### config.mk
export PLATFORM = sky130hd
export DESIGN_NAME = flash_cmd_ctrl
export DESIGN_NICKNAME = d
export VERILOG_FILES = /design/src/rtl/flash_cmd_pkg.sv /design/src/rtl/flash_seq_decoder.sv /design/src/rtl/flash_op_engine.sv /design/src/rtl/flash_byte_store.sv /design/src/rtl/flash_status_read.sv /design/src/rtl/flash_cmd_ctrl.sv
export SDC_FILE = /design/constraint.sdc
export NUM_CORES = 1
export LEC_CHECK = 0
export BUFFER_PORTS_ARGS = -buffer_cell sky130_fd_sc_hd__buf_2
export CORE_ASPECT_RATIO = 0.5
export CORE_UTILIZATION = 45
export DETAILED_ROUTE_END_ITERATION = 8
export MAX_ROUTING_LAYER = met4
export PLACE_DENSITY = 0.68
export SYNTH_ARGS = -nofsm -noshare
export SYNTH_HDL_FRONTEND = slang
export SYNTH_SLANG_ARGS = --single-unit
### constraint.sdc
create_clock -name clk -period 5.7 [get_ports clk]
set_input_delay 0.285 -clock clk [delete_from_list [all_inputs] [get_ports clk]]
set_output_delay 0.285 -clock clk [all_outputs]
set_load 0.03 [all_outputs]
### src/rtl/flash_cmd_pkg.sv
package flash_cmd_pkg;
   typedef enum logic [3:0] {
      ST_READ, ST_UNL1, ST_UNL2, ST_PGM,
      ST_ERS_SET, ST_ERS_UNL1, ST_ERS_UNL2,
      ST_BYP, ST_BYP_PGM, ST_BYP_EXIT
   } seq_state_e;

   typedef enum logic [1:0] { OP_NONE, OP_PROG, OP_ERASE } op_kind_e;

   localparam int KEY_W = 11;
   localparam logic [KEY_W-1:0] KEY_ADDR_A = 11'h555;
   localparam logic [KEY_W-1:0] KEY_ADDR_B = 11'h2AA;

   localparam logic [7:0] C_UNLOCK_A  = 8'hAA;
   localparam logic [7:0] C_UNLOCK_B  = 8'h55;
   localparam logic [7:0] C_PROGRAM   = 8'hA0;
   localparam logic [7:0] C_ERASE_SET = 8'h80;
   localparam logic [7:0] C_CHIP_ERS  = 8'h10;
   localparam logic [7:0] C_BYP_ENTER = 8'h20;
   localparam logic [7:0] C_BYP_LEAVE = 8'h90;
   localparam logic [7:0] C_BYP_CONF  = 8'h00;
endpackage

### src/rtl/flash_seq_decoder.sv
module flash_seq_decoder
   import flash_cmd_pkg::*;
#(
   parameter int ADDR_W = 11,
   parameter int DATA_W = 8
) (
   input  logic              clk,
   input  logic              rst_n,
   input  logic              wr_en,
   input  logic [ADDR_W-1:0] addr,
   input  logic [DATA_W-1:0] wdata,
   input  logic              busy,
   output logic              start_prog,
   output logic              start_erase
);
   seq_state_e state_q, state_d;
   logic       wr_ok;
   logic [KEY_W-1:0] key;
   logic [7:0] cmd;

   assign wr_ok = wr_en && !busy;
   assign key   = addr[KEY_W-1:0];
   assign cmd   = wdata[7:0];

   always_comb begin
      state_d     = state_q;
      start_prog  = 1'b0;
      start_erase = 1'b0;
      if (wr_ok) begin
         unique case (state_q)
            ST_READ:
               if (key == KEY_ADDR_A && cmd == C_UNLOCK_A) state_d = ST_UNL1;
            ST_UNL1:
               state_d = (key == KEY_ADDR_B && cmd == C_UNLOCK_B) ? ST_UNL2 : ST_READ;
            ST_UNL2: begin
               state_d = ST_READ;
               if (key == KEY_ADDR_A) begin
                  if (cmd == C_PROGRAM)        state_d = ST_PGM;
                  else if (cmd == C_ERASE_SET) state_d = ST_ERS_SET;
                  else if (cmd == C_BYP_ENTER) state_d = ST_BYP;
               end
            end
            ST_PGM: begin
               start_prog = 1'b1;
               state_d    = ST_READ;
            end
            ST_ERS_SET:
               state_d = (key == KEY_ADDR_A && cmd == C_UNLOCK_A) ? ST_ERS_UNL1 : ST_READ;
            ST_ERS_UNL1:
               state_d = (key == KEY_ADDR_B && cmd == C_UNLOCK_B) ? ST_ERS_UNL2 : ST_READ;
            ST_ERS_UNL2: begin
               state_d = ST_READ;
               if (key == KEY_ADDR_A && cmd == C_CHIP_ERS) start_erase = 1'b1;
            end
            ST_BYP:
               if (cmd == C_PROGRAM)        state_d = ST_BYP_PGM;
               else if (cmd == C_BYP_LEAVE) state_d = ST_BYP_EXIT;
            ST_BYP_PGM: begin
               start_prog = 1'b1;
               state_d    = ST_BYP;
            end
            ST_BYP_EXIT:
               state_d = (cmd == C_BYP_CONF) ? ST_READ : ST_BYP;
            default: state_d = ST_READ;
         endcase
      end
   end

   always_ff @(posedge clk or negedge rst_n) begin
      if (!rst_n) state_q <= ST_READ;
      else        state_q <= state_d;
   end

   // foreign writes keep bypass mode as it is
   assert_bypass_sticky_R5: assert property (@(posedge clk) disable iff (!rst_n)
      (state_q == ST_BYP && wr_en && !busy && wdata[7:0] != C_PROGRAM &&
       wdata[7:0] != C_BYP_LEAVE) |=> state_q == ST_BYP);

   // confirmed exit lands in read mode
   assert_bypass_exit_R6: assert property (@(posedge clk) disable iff (!rst_n)
      (state_q == ST_BYP_EXIT && wr_en && !busy && wdata[7:0] == C_BYP_CONF)
      |=> state_q == ST_READ);
endmodule

### src/rtl/flash_op_engine.sv
module flash_op_engine
   import flash_cmd_pkg::*;
#(
   parameter int DATA_W       = 8,
   parameter int IDX_W        = 5,
   parameter int PROG_CYCLES  = 8,
   parameter int ERASE_CYCLES = 20
) (
   input  logic              clk,
   input  logic              rst_n,
   input  logic              start_prog,
   input  logic              start_erase,
   input  logic [IDX_W-1:0]  wr_idx,
   input  logic [DATA_W-1:0] wr_data,
   output logic              busy,
   output logic              prog_commit,
   output logic              erase_commit,
   output logic [IDX_W-1:0]  tgt_idx,
   output logic [DATA_W-1:0] tgt_data
);
   localparam int MAX_CYC = (PROG_CYCLES > ERASE_CYCLES) ? PROG_CYCLES : ERASE_CYCLES;
   localparam int CNT_W   = $clog2(MAX_CYC + 1);

   logic [CNT_W-1:0] cnt_q;
   op_kind_e         kind_q;
   logic             last;

   assign last         = busy && (cnt_q == '0);
   assign prog_commit  = last && (kind_q == OP_PROG);
   assign erase_commit = last && (kind_q == OP_ERASE);

   always_ff @(posedge clk or negedge rst_n) begin
      if (!rst_n) begin
         busy     <= 1'b0;
         cnt_q    <= '0;
         kind_q   <= OP_NONE;
         tgt_idx  <= '0;
         tgt_data <= '0;
      end else if (!busy) begin
         if (start_prog) begin
            busy     <= 1'b1;
            cnt_q    <= CNT_W'(PROG_CYCLES - 1);
            kind_q   <= OP_PROG;
            tgt_idx  <= wr_idx;
            tgt_data <= wr_data;
         end else if (start_erase) begin
            busy     <= 1'b1;
            cnt_q    <= CNT_W'(ERASE_CYCLES - 1);
            kind_q   <= OP_ERASE;
            tgt_idx  <= '0;
            tgt_data <= '1;
         end
      end else if (last) begin
         busy   <= 1'b0;
         kind_q <= OP_NONE;
         if (kind_q == OP_ERASE) tgt_idx <= '0;
      end else begin
         cnt_q <= cnt_q - 1'b1;
      end
   end

   // busy only drops once the countdown is spent
   assert_busy_span_R2: assert property (@(posedge clk) disable iff (!rst_n)
      $fell(busy) |-> $past(cnt_q) == '0);
endmodule

### src/rtl/flash_byte_store.sv
module flash_byte_store #(
   parameter int DATA_W = 8,
   parameter int DEPTH  = 32,
   parameter int IDX_W  = 5
) (
   input  logic              clk,
   input  logic              rst_n,
   input  logic              prog_commit,
   input  logic              erase_commit,
   input  logic [IDX_W-1:0]  prog_idx,
   input  logic [DATA_W-1:0] prog_data,
   input  logic [IDX_W-1:0]  rd_idx,
   output logic [DATA_W-1:0] rd_word
);
   logic [DATA_W-1:0] words [DEPTH];
   logic [DATA_W-1:0] cur_word;

   for (genvar i = 0; i < DEPTH; i++) begin : g_word
      logic [DATA_W-1:0] word_q;
      always_ff @(posedge clk) begin
         if (erase_commit)
            word_q <= '1;
         else if (prog_commit && prog_idx == IDX_W'(i))
            word_q <= word_q & prog_data;
      end
      assign words[i] = word_q;
   end

   assign rd_word  = (32'(rd_idx)   < DEPTH) ? words[rd_idx]   : '1;
   assign cur_word = (32'(prog_idx) < DEPTH) ? words[prog_idx] : '1;

   // a program never raises a bit
   assert_prog_clears_only_R3: assert property (@(posedge clk) disable iff (!rst_n)
      prog_commit |=> (cur_word & ~$past(cur_word)) == '0);

   // erase leaves ones behind
   assert_erase_ones_R7: assert property (@(posedge clk) disable iff (!rst_n)
      erase_commit |=> cur_word == '1);
endmodule

### src/rtl/flash_status_read.sv
module flash_status_read #(
   parameter int DATA_W = 8
) (
   input  logic              clk,
   input  logic              rst_n,
   input  logic              rd_en,
   input  logic              busy,
   input  logic              op_start,
   input  logic              tgt_msb,
   input  logic [DATA_W-1:0] arr_word,
   output logic [DATA_W-1:0] rdata,
   output logic              rdata_vld
);
   logic              tog_q;
   logic [DATA_W-1:0] stat_word;

   assign stat_word = {~tgt_msb, tog_q, {(DATA_W-2){1'b0}}};

   always_ff @(posedge clk or negedge rst_n) begin
      if (!rst_n) begin
         tog_q     <= 1'b0;
         rdata     <= '0;
         rdata_vld <= 1'b0;
      end else begin
         rdata_vld <= rd_en;
         if (op_start)          tog_q <= 1'b0;
         else if (rd_en && busy) tog_q <= ~tog_q;
         if (rd_en) rdata <= busy ? stat_word : arr_word;
      end
   end

   // polling bit is the inverse of the target msb
   assert_poll_bit_R9: assert property (@(posedge clk) disable iff (!rst_n)
      (rdata_vld && $past(rd_en && busy)) |-> rdata[DATA_W-1] == ~$past(tgt_msb));

   // valid follows the read strobe by one cycle
   assert_read_latency_R12: assert property (@(posedge clk) disable iff (!rst_n)
      rd_en |=> rdata_vld);
endmodule

### src/rtl/flash_cmd_ctrl.sv
module flash_cmd_ctrl #(
   parameter int ADDR_W       = 11,
   parameter int DATA_W       = 8,
   parameter int DEPTH        = 32,
   parameter int PROG_CYCLES  = 8,
   parameter int ERASE_CYCLES = 20
) (
   input  logic              clk,
   input  logic              rst_n,
   input  logic              wr_en,
   input  logic              rd_en,
   input  logic [ADDR_W-1:0] addr,
   input  logic [DATA_W-1:0] wdata,
   output logic [DATA_W-1:0] rdata,
   output logic              rdata_vld,
   output logic              busy
);
   localparam int IDX_W = (DEPTH > 1) ? $clog2(DEPTH) : 1;

   if (ADDR_W < flash_cmd_pkg::KEY_W) begin : g_chk_addr
      $error("ADDR_W must cover the unlock key addresses");
   end
   if (DATA_W < 8) begin : g_chk_data
      $error("DATA_W must hold an 8-bit command");
   end
   if (IDX_W > ADDR_W) begin : g_chk_depth
      $error("DEPTH exceeds the address space");
   end
   if (PROG_CYCLES < 1 || ERASE_CYCLES < 1) begin : g_chk_cyc
      $error("busy durations must be at least one cycle");
   end

   logic              start_prog, start_erase;
   logic              prog_commit, erase_commit;
   logic [IDX_W-1:0]  tgt_idx;
   logic [DATA_W-1:0] tgt_data;
   logic [DATA_W-1:0] arr_word;

   flash_seq_decoder #(.ADDR_W(ADDR_W), .DATA_W(DATA_W)) u_dec (
      .clk(clk), .rst_n(rst_n), .wr_en(wr_en), .addr(addr), .wdata(wdata),
      .busy(busy), .start_prog(start_prog), .start_erase(start_erase)
   );

   flash_op_engine #(.DATA_W(DATA_W), .IDX_W(IDX_W),
      .PROG_CYCLES(PROG_CYCLES), .ERASE_CYCLES(ERASE_CYCLES)) u_eng (
      .clk(clk), .rst_n(rst_n), .start_prog(start_prog), .start_erase(start_erase),
      .wr_idx(addr[IDX_W-1:0]), .wr_data(wdata), .busy(busy),
      .prog_commit(prog_commit), .erase_commit(erase_commit),
      .tgt_idx(tgt_idx), .tgt_data(tgt_data)
   );

   flash_byte_store #(.DATA_W(DATA_W), .DEPTH(DEPTH), .IDX_W(IDX_W)) u_store (
      .clk(clk), .rst_n(rst_n), .prog_commit(prog_commit), .erase_commit(erase_commit),
      .prog_idx(tgt_idx), .prog_data(tgt_data), .rd_idx(addr[IDX_W-1:0]),
      .rd_word(arr_word)
   );

   flash_status_read #(.DATA_W(DATA_W)) u_stat (
      .clk(clk), .rst_n(rst_n), .rd_en(rd_en), .busy(busy),
      .op_start(start_prog || start_erase), .tgt_msb(tgt_data[DATA_W-1]),
      .arr_word(arr_word), .rdata(rdata), .rdata_vld(rdata_vld)
   );

   // no new operation may begin inside a busy window
   assert_hold_while_busy_R8: assert property (@(posedge clk) disable iff (!rst_n)
      (busy && !prog_commit && !erase_commit) |=> busy && $stable(tgt_data));
endmodule

==> results of run 1 <==
## cells in the mapped netlist, types with 4 or more instances
library cell	count
nor4b_1	5
o22a_1	14
nand4_1	5
nand3_1	21
a31oi_1	15
inv_1	7
buf_6	6
o22ai_1	6
or3b_2	4
o31ai_1	7
mux2i_1	41
clkbuf_1	50
mux2_2	7
nand2b_1	11
a21oi_1	8
dfrtp_1	35
o21ai_0	260
a211oi_1	19
or4_1	4
nand2_1	315
and2_1	6
a22o_1	5
buf_8	20
a221oi_1	8
dfxtp_1	256
nor2_1	14
buf_2	18
nor3_1	8
nor2b_1	22
nor4_1	7
mux4_2	38
## per-layer routing
layer	wire length [um]	part of all wire	vias to the layer above	track usage
li1	-	-	4475	-
met1	14100	0.45	4732	0.343
met2	13900	0.44	435	0.346
met3	3030	0.096	40	0.0405
met4	449	0.014	0	0.0431
met5	0	0	-	-
## layout make-up
class	instances	area, um2
Timing Repair Buffer	41	233
Multi-Input combinational cell	893	5430
Clock inverter	11	180
Tap cell	352	440
Sequential cell	291	6000
Fill cell	2456	13400
Clock buffer	37	796
Inverter	8	30.0
## critical path, stage by stage, from the launching register on
cell     delay, ns
dfrtp_1       0.40
inv_1         0.09
ha_1          0.13
or4b_1        0.60
nor4_1        0.99
nand3_1       0.50
o21ai_0       0.32
nand2_1       0.11
## logic make-up after synthesis
kind of cell	Yosys count
AO/OA/AOI/OAI	358
XOR/XNOR	5
adder cells (fa/ha/maj)	2
multiplexers	86
buffers and inverters	107
flip-flops	291
AND/OR/NAND/NOR	442
## state kept, by name (all words and copies together) (netlist names), 2 cells and up
signal and flops:
u_store.g_word.word_q 256, u_eng.tgt_data 8, u_stat.rdata 8, u_eng.cnt_q 5, u_eng.tgt_idx 5, u_dec.state_q 4, u_eng.kind_q 2
## layout by cell type, fill, tap and decap left out, drive strengths merged, types with 6 or more instances in the layout
master    n
nor2b    23
nor2     14
inv       7
mux2i    41
or3b      6
clkbuf   37
a211oi   19
o22ai     6
o21ai   261
a21oi     8
a31oi    15
nand3    21
a221oi    8
nand2   315
mux2      7
nor3      8
clkinv    7
o31ai     7
and2      7
dfrtp    35
buf      40
mux4     38
nor4      7
dfxtp   256
nand2b   11
o22a     14
## timing repair
item,4_1_cts,5_1_grt
buffers inserted,0,0
hold buffers,1,0
hold endpoints to repair,35,0
## worst max path at each step
stage              startpoint                            to  slack, ns  cells past startpoint
6_report       u_eng.cnt_q[0]  u_store.g_word[19].word_q[7]       2.37                      7
5_1_grt        u_eng.cnt_q[0]  u_store.g_word[23].word_q[3]       2.24                      7
4_1_cts        u_eng.cnt_q[0]  u_store.g_word[19].word_q[7]       2.49                      7
3_5_place_dp   u_eng.cnt_q[0]  u_store.g_word[19].word_q[7]       2.51                      7
3_3_place_gp   u_eng.cnt_q[0]  u_store.g_word[24].word_q[5]       2.67                      7
2_1_floorplan  u_eng.cnt_q[0]              u_eng.tgt_idx[0]       3.39                      9
## per-stage QoR
stage               hold slack, ns  worst slack, ns  instance area, um2  total power, mW   util
floorplan                  -0.0106             3.39               12200             2.81      -
global placement             0.405             2.67               12100             3.09  0.458
detailed placement           0.417             2.51               12100             3.11  0.458
CTS                         0.0187             2.49               13100             5.05  0.495
global route                0.0259             2.24               13100             5.23  0.495
finish                      0.0322             2.37               13100             5.04  0.495
## power groups by stage
stage / clock network, mW / registers (mW) / logic [mW]
4_1_cts: 1.98 / 2.45 / 0.620
3_5_place_dp: 0 / 2.49 / 0.617
3_3_place_gp: 0 / 2.48 / 0.601
6_report: 1.96 / 2.46 / 0.627
2_1_floorplan: 0 / 2.27 / 0.539
5_1_grt: 2.07 / 2.48 / 0.678
==> impl_results.md, run 1 <==
* Crit path capture type: register
* Crit path required time at 6.05 ns
* Cell row count at 42
* Clk pin slew, worst setup/hold paths at 0.07 ns
* Worst R2R Start: u_eng.cnt_q[0]
* Vias in the first global route at 8966
* PD cells at 385 mW/mm2
* Post-Synth XOR/XNOR Area at 0.00360
* Drt total wl at 31500 um
* Total CTS buffers at 27
* FF+latch count, synth at 291
* Area Growth Syn to Fin at 7.85%
* Synthesized area per cell at 9.42 um2
* Share of the synthesized area in the top cell type at 0.422
* HPWL Detailed at 19900 um
* Largest net degree at the start of global routing at 100
* Clock root buffer: clkbuf_16
* Switching Power at 1.51 mW
* Syn Nets at 1316
* Finished Layout Cells at 1633
* Synth Warn # at 0
* Crit path DAT at 3.68 ns
* Startpoint types: register
* Crit path time final at 3.33 ns
* Fin crit share at 0.585
* CTS tree: yes
* Synth Area in Compound Gates at 0.168
* F_max at 300 MHz
* Synthesized cell area at 0.0122 mm2
* Unrepaired setup endpoints after global routing: no
* Async S/R FF share, synth at 0.120
* Final Max Slew Viols at 0
* Sequential power share at 0.487
* Placer Congestion at 0.865
* Via density at 5.93
* Outcome: finished, final reports clean
* Hold Vio Cnt, Final at 0
* Largest family of logic cells by synthesized area: compound AO/OA/AOI/OAI gates
* Setup-failing EPs final at 0
* Post-Synth Adder-Cell Area at 0.00206
* Total gr overflow at 0
* Initial Util at 0.459
* Reg2Reg Depth at 7
* Clock Latency Late Sink at 0.53 ns
* Internal power at 3.53 mW
* Clk sink count at 291
* Die ar. at 0.0277 mm2
* Largest cells by area after synthesis: dfxtp_1 (42%), o21ai_0 (11%), nand2_1 (9.7%)
* Vias at 9682
* DP Cell Count at 1584
* Worst-case clock skew at 0.00948 ns
* Post-route DRC at 0
* Initial antenna violation count at 0
* Crit Path Max Fanout at 10
* Share of cells above drive strength 1 at 0.111
* DR pass1 iterations at 6
* I/O Pins at 33
* Peak supply drop at 0.000288 V
* Post-synthesis mux area share at 0.111
* Static Leak at 6.31 nW
* Worst Hold Path EP: u_eng.tgt_data[2]
* Chip width at 234 um
* Layout Nets at 1287
* Slew headroom at 0.0880
* Reg-to-reg slack, setup at 2.37 ns
* Simple-gate share of the synthesized area at 0.162
* Commonest register cell after synthesis: dfxtp_1
* Setup TNS at 0 ns
* Synth cell types at 62
* Share of total power in the clock network at 0.388
* Synth area leader: dfxtp_1
* First-pass GRT wire length at 49800 um
* Post-synth EDFFs at 0
* Worst Max-Slew Pin Slew at 1.37 ns
* Clock H-tree levels at 1
* GRT Util Overall at 0.236
* Switching part of the total at 0.299
* DRT antenna net count at 0
* Hold depth at 2
* DR iter-0 viols at 1062
* Port buffer count at 32
* Max clock buf depth at 3
* Cts repair resizes at 0
* DR WL/cell at 19.3 um
* N_diodes at 0
* CORE AREA at 0.0265 mm2
* Comb pwr share at 0.124
* Worst Hold Class: input port to register
* Die Height at 118 um
* Post-synthesis sequential area ratio at 0.494
* FF-to-FF End: u_store.g_word[19].word_q[7]
* Crit Path Category: register to register
* Max-cap viol count at 0
* Hold Crit Start: wdata[2]
* Cells after Synth at 1291
(Power assumes the default switching activity.)
==> inputs of run 2 (changes only) <==
--- a/config.mk
+++ b/config.mk
@@ -5,6 +5,7 @@
 export SDC_FILE = /design/constraint.sdc
 export NUM_CORES = 1
 export LEC_CHECK = 0
+export ABC_AREA = 1
 export BUFFER_PORTS_ARGS = -buffer_cell sky130_fd_sc_hd__buf_2
 export CORE_ASPECT_RATIO = 0.5
 export CORE_UTILIZATION = 45
==> constraint.sdc (replaced) <==
create_clock -name clk -period 3.5 [get_ports clk]
set_input_delay 0.175 -clock clk [delete_from_list [all_inputs] [get_ports clk]]
set_output_delay 0.175 -clock clk [all_outputs]
set_load 0.03 [all_outputs]
==> impl_results.md, run 2 <==
* Outcome: finished, final reports clean
* Final Max Slew Viols at 0 (unchanged)
* Hold Vio Cnt, Final at 0 (unchanged)
* Internal power at 5.68 mW (+61%)
* Placer Congestion at 0.894 (+3.4%)
* Worst Hold Class: input port to register
* Static Leak at 7.79 nW (+24%)
* Setup TNS at 0 ns (unchanged)
* Crit path required time at 3.98 ns (-2.07 ns)
* PD cells at 586 mW/mm2 (+52%)
* Peak supply drop at 0.000352 V (+22%)
* Crit Path Max Fanout at 132 (+122)
* Vias at 12.1k (+25%)
* Post-route DRC at 0 (unchanged)
* Met3 Wirelength at 2480 um (-18%)
* Switching Power at 3.05 mW (+100%)
* Most frequent cells after synthesis: nand2_1 (692), dfxtp_1 (256), o21ai_1 (185), inv_1 (153)
* Clock Latency Late Sink at 0.54 ns (about the same)
* Highest routed metal layer: met4
* Vias in the first global route at 11.1k (+24%)
* Largest reg by FF count: u_store.g_word.word_q
* Crit Path Category: register to register
* Synth cell types at 30 (-52%)
* Share of the synthesized area in the top cell type at 0.381 (-0.0406)
* Met2 wire len at 16400 um (+18%)
* Synthesized cell area at 0.0135 mm2 (+11%)
* CP Capture Point: u_store.g_word[7].word_q[4]
* DR pass1 iterations at 5 (-1)
* Worst Max-Slew Pin Slew at 1.07 ns (-0.298 ns)
* Fin util at 0.511 (+0.0162)
* Crit path DAT at 2.98 ns (-0.70 ns)
* FF-to-FF End: u_store.g_word[7].word_q[4]
* Worst-case clock skew at 0.00885 ns (-0.000627 ns)
* Crit path from: u_eng.cnt_q[0]
* Clock H-tree levels at 1 (unchanged)
* Initial Util at 0.461 (+0.00203)
* Synthesized area per cell at 7.08 um2 (-25%)
* Chip width at 247 um (+5.1%)
* N_diodes at 0 (unchanged)
* Storage element area at 0.00600 mm2 (unchanged)
* F_max at 400 MHz (+33%)
* Die Height at 124 um (+5.1%)
* Clk sink count at 291 (unchanged)
* Share of total power in the clock network at 0.365 (-0.023)
* Layout Nets at 1916 (+49%)
* Unrepaired setup endpoints after global routing: no
* Max-cap viol count at 0 (unchanged)
* Cell row count at 44 (+4.8%)
* Clk pin slew, worst setup/hold paths at 0.07 ns (about the same)
* Commonest non-fill, non-tap cell in the layout: nand2_1
* DRT antenna net count at 0 (unchanged)
* Share of cells above drive strength 1 at 0.0832 (-0.0276)
* Worst R2R Start: u_eng.cnt_q[0]
* DR WL/cell at 16.1 um (-16%)
* Clock root buffer: clkbuf_16
* Slew headroom at 0.286 (+0.199)
* Initial antenna violation count at 0 (unchanged)
* Total CTS buffers at 27 (unchanged)
* Commonest register cell after synthesis: dfxtp_1
* Crit path time final at 2.50 ns (-0.830 ns)
* Largest cells by area after synthesis: dfxtp_1 (38%), nand2_1 (19%), o21ai_1 (6.9%)
* Syn Nets at 1926 (+46%)
* Registers with the most flip-flops: u_store.g_word.word_q x256, u_eng.tgt_data x8, u_stat.rdata x8
* Area Growth Syn to Fin at 10.9%
* Port buffer count at 32 (unchanged)
* Cts repair resizes at 0 (unchanged)
* Post-synthesis sequential area ratio at 0.446 (-0.0475)
* Sequential power share at 0.438 (-0.049)
* Finished Cell Area at 0.0149 mm2 (+14%)
* Commonest cells after routing, fill and taps aside: nand2_1 (692), dfxtp_1 (256), o21ai_1 (185), inv_1 (151)
* Synth Warn # at 0 (unchanged)
* Area of the multi-input gates at 0.00632 mm2 (+16%)
* M1 WL at 17600 um (+24%)
* First-pass GRT wire length at 60400 um (+21%)
* Drt total wl at 37200 um (+18%)
* Largest net degree at the start of global routing at 133 (+33%)
* Finished Layout Cells at 2302 (+41%)
* Post-CTS Setup Bufs at 0 (unchanged)
* FILL cells at 2914 (+19%)
* Fin crit share at 0.715 (+0.130)
* Total gr overflow at 0 (unchanged)
* Die ar. at 0.0306 mm2 (+11%)
* Comb pwr share at 0.197 (+0.073)
* Post-Place Cell Area at 0.0138 mm2 (+14%)
* GRT Util Overall at 0.254 (+0.0177)
* Startpoint types: register
* Post-synth EDFFs at 0 (unchanged)
* DP Cell Count at 2242 (+42%)
* CTS tree: yes
* Cells after Synth at 1901 (+47%)
* Hold Buf Count CTS at 11 (+10)
* Reg2Reg Depth at 7 (unchanged)
* Crit path capture type: register
* CORE AREA at 0.0292 mm2 (+10%)
* Switching part of the total at 0.350 (+0.0502)
* HPWL Detailed at 23200 um (+16%)
* Largest register FFs at 256 (unchanged)
* FF+latch count, synth at 291 (unchanged)
* Max clock buf depth at 3 (unchanged)
* Synth area leader: dfxtp_1
* DR iter-0 viols at 1306 (+23%)
* Count leader, synth: nand2_1
* Reg-to-reg slack, setup at 1.0 ns (-1.37 ns)
* Setup-failing EPs final at 0 (unchanged)
* Via density at 5.25 (-12%)
* I/O Pins at 33 (unchanged)
* Async S/R FF share, synth at 0.120 (unchanged)
run 2: through the flow:
step | setup slack (ns) | total power [mW] | hold WS [ns]
after CTS | 1.14 | 8.73 | 0.00449
after global routing | 0.922 | 9.04 | 0.0566
after global placement | 1.18 | 5.56 | 0.321
after floorplan | 1.76 | 4.98 | -0.121
after detailed placement | 1.13 | 5.57 | 0.322
final | 0.997 | 8.74 | 0.0214
run 2: power by group through the flow:
stage | Sequential [mW] | Clock (mW) | Combinational [mW]
floorplan | 3.75 | 0 | 1.23
global placement | 3.89 | 0 | 1.67
detailed placement | 3.89 | 0 | 1.68
CTS | 3.82 | 3.21 | 1.69
global route | 3.85 | 3.35 | 1.85
finish | 3.83 | 3.19 | 1.72
run 2: critical path: stages (launching register included):
cell and delay, ns:
dfrtp_1 0.39, inv_1 0.13, ha_1 0.21, nand4_4 0.17, nor3_1 0.46, inv_6 0.39, buf_12 0.40, nand2_1 0.11
run 2: worst min path at each step:
stage	startpoint	endpoint	slack (ns)	cells past startpoint
after global placement	rd_en	u_stat.rdata_vld	0.32	1
after CTS	addr[4]	u_eng.tgt_idx[4]	0.004	3
final	addr[4]	u_eng.tgt_idx[4]	0.02	3
after floorplan	rst_n	u_dec.state_q[0]	-0.12	0
after detailed placement	rd_en	u_stat.rdata_vld	0.32	1
after global routing	addr[4]	u_eng.tgt_idx[4]	0.06	3
run 2: logic make-up (layout without fill, tap and decap cells):
group | count (synthesis) | after routing | share of synthesized area
AND/OR/NAND/NOR | 1009 | 1009 | 0.346
AO/OA/AOI/OAI | 324 | 324 | 0.121
flip-flops | 291 | 291 | 0.446
buffers and inverters | 273 | 283 | 0.0842
adder cells (fa/ha/maj) | 2 | 2 | 0.00186
XOR/XNOR | 2 | 2 | 0.00130
run 2: area by class of cell:
type                            count  area share
Tap cell                          391      0.0328
Clock buffer                       34      0.0511
Sequential cell                   291       0.402
Inverter                          163      0.0415
Timing Repair Buffer               71      0.0357
Clock inverter                     15      0.0130
Multi-Input combinational cell   1337       0.424
run 2: routing by layer:
metal  vias to the layer above  track usage
met5                         -            -
met3                        54       0.0340
met4                         0       0.0577
met2                       389        0.380
met1                      5617        0.362
li1                       6017            -
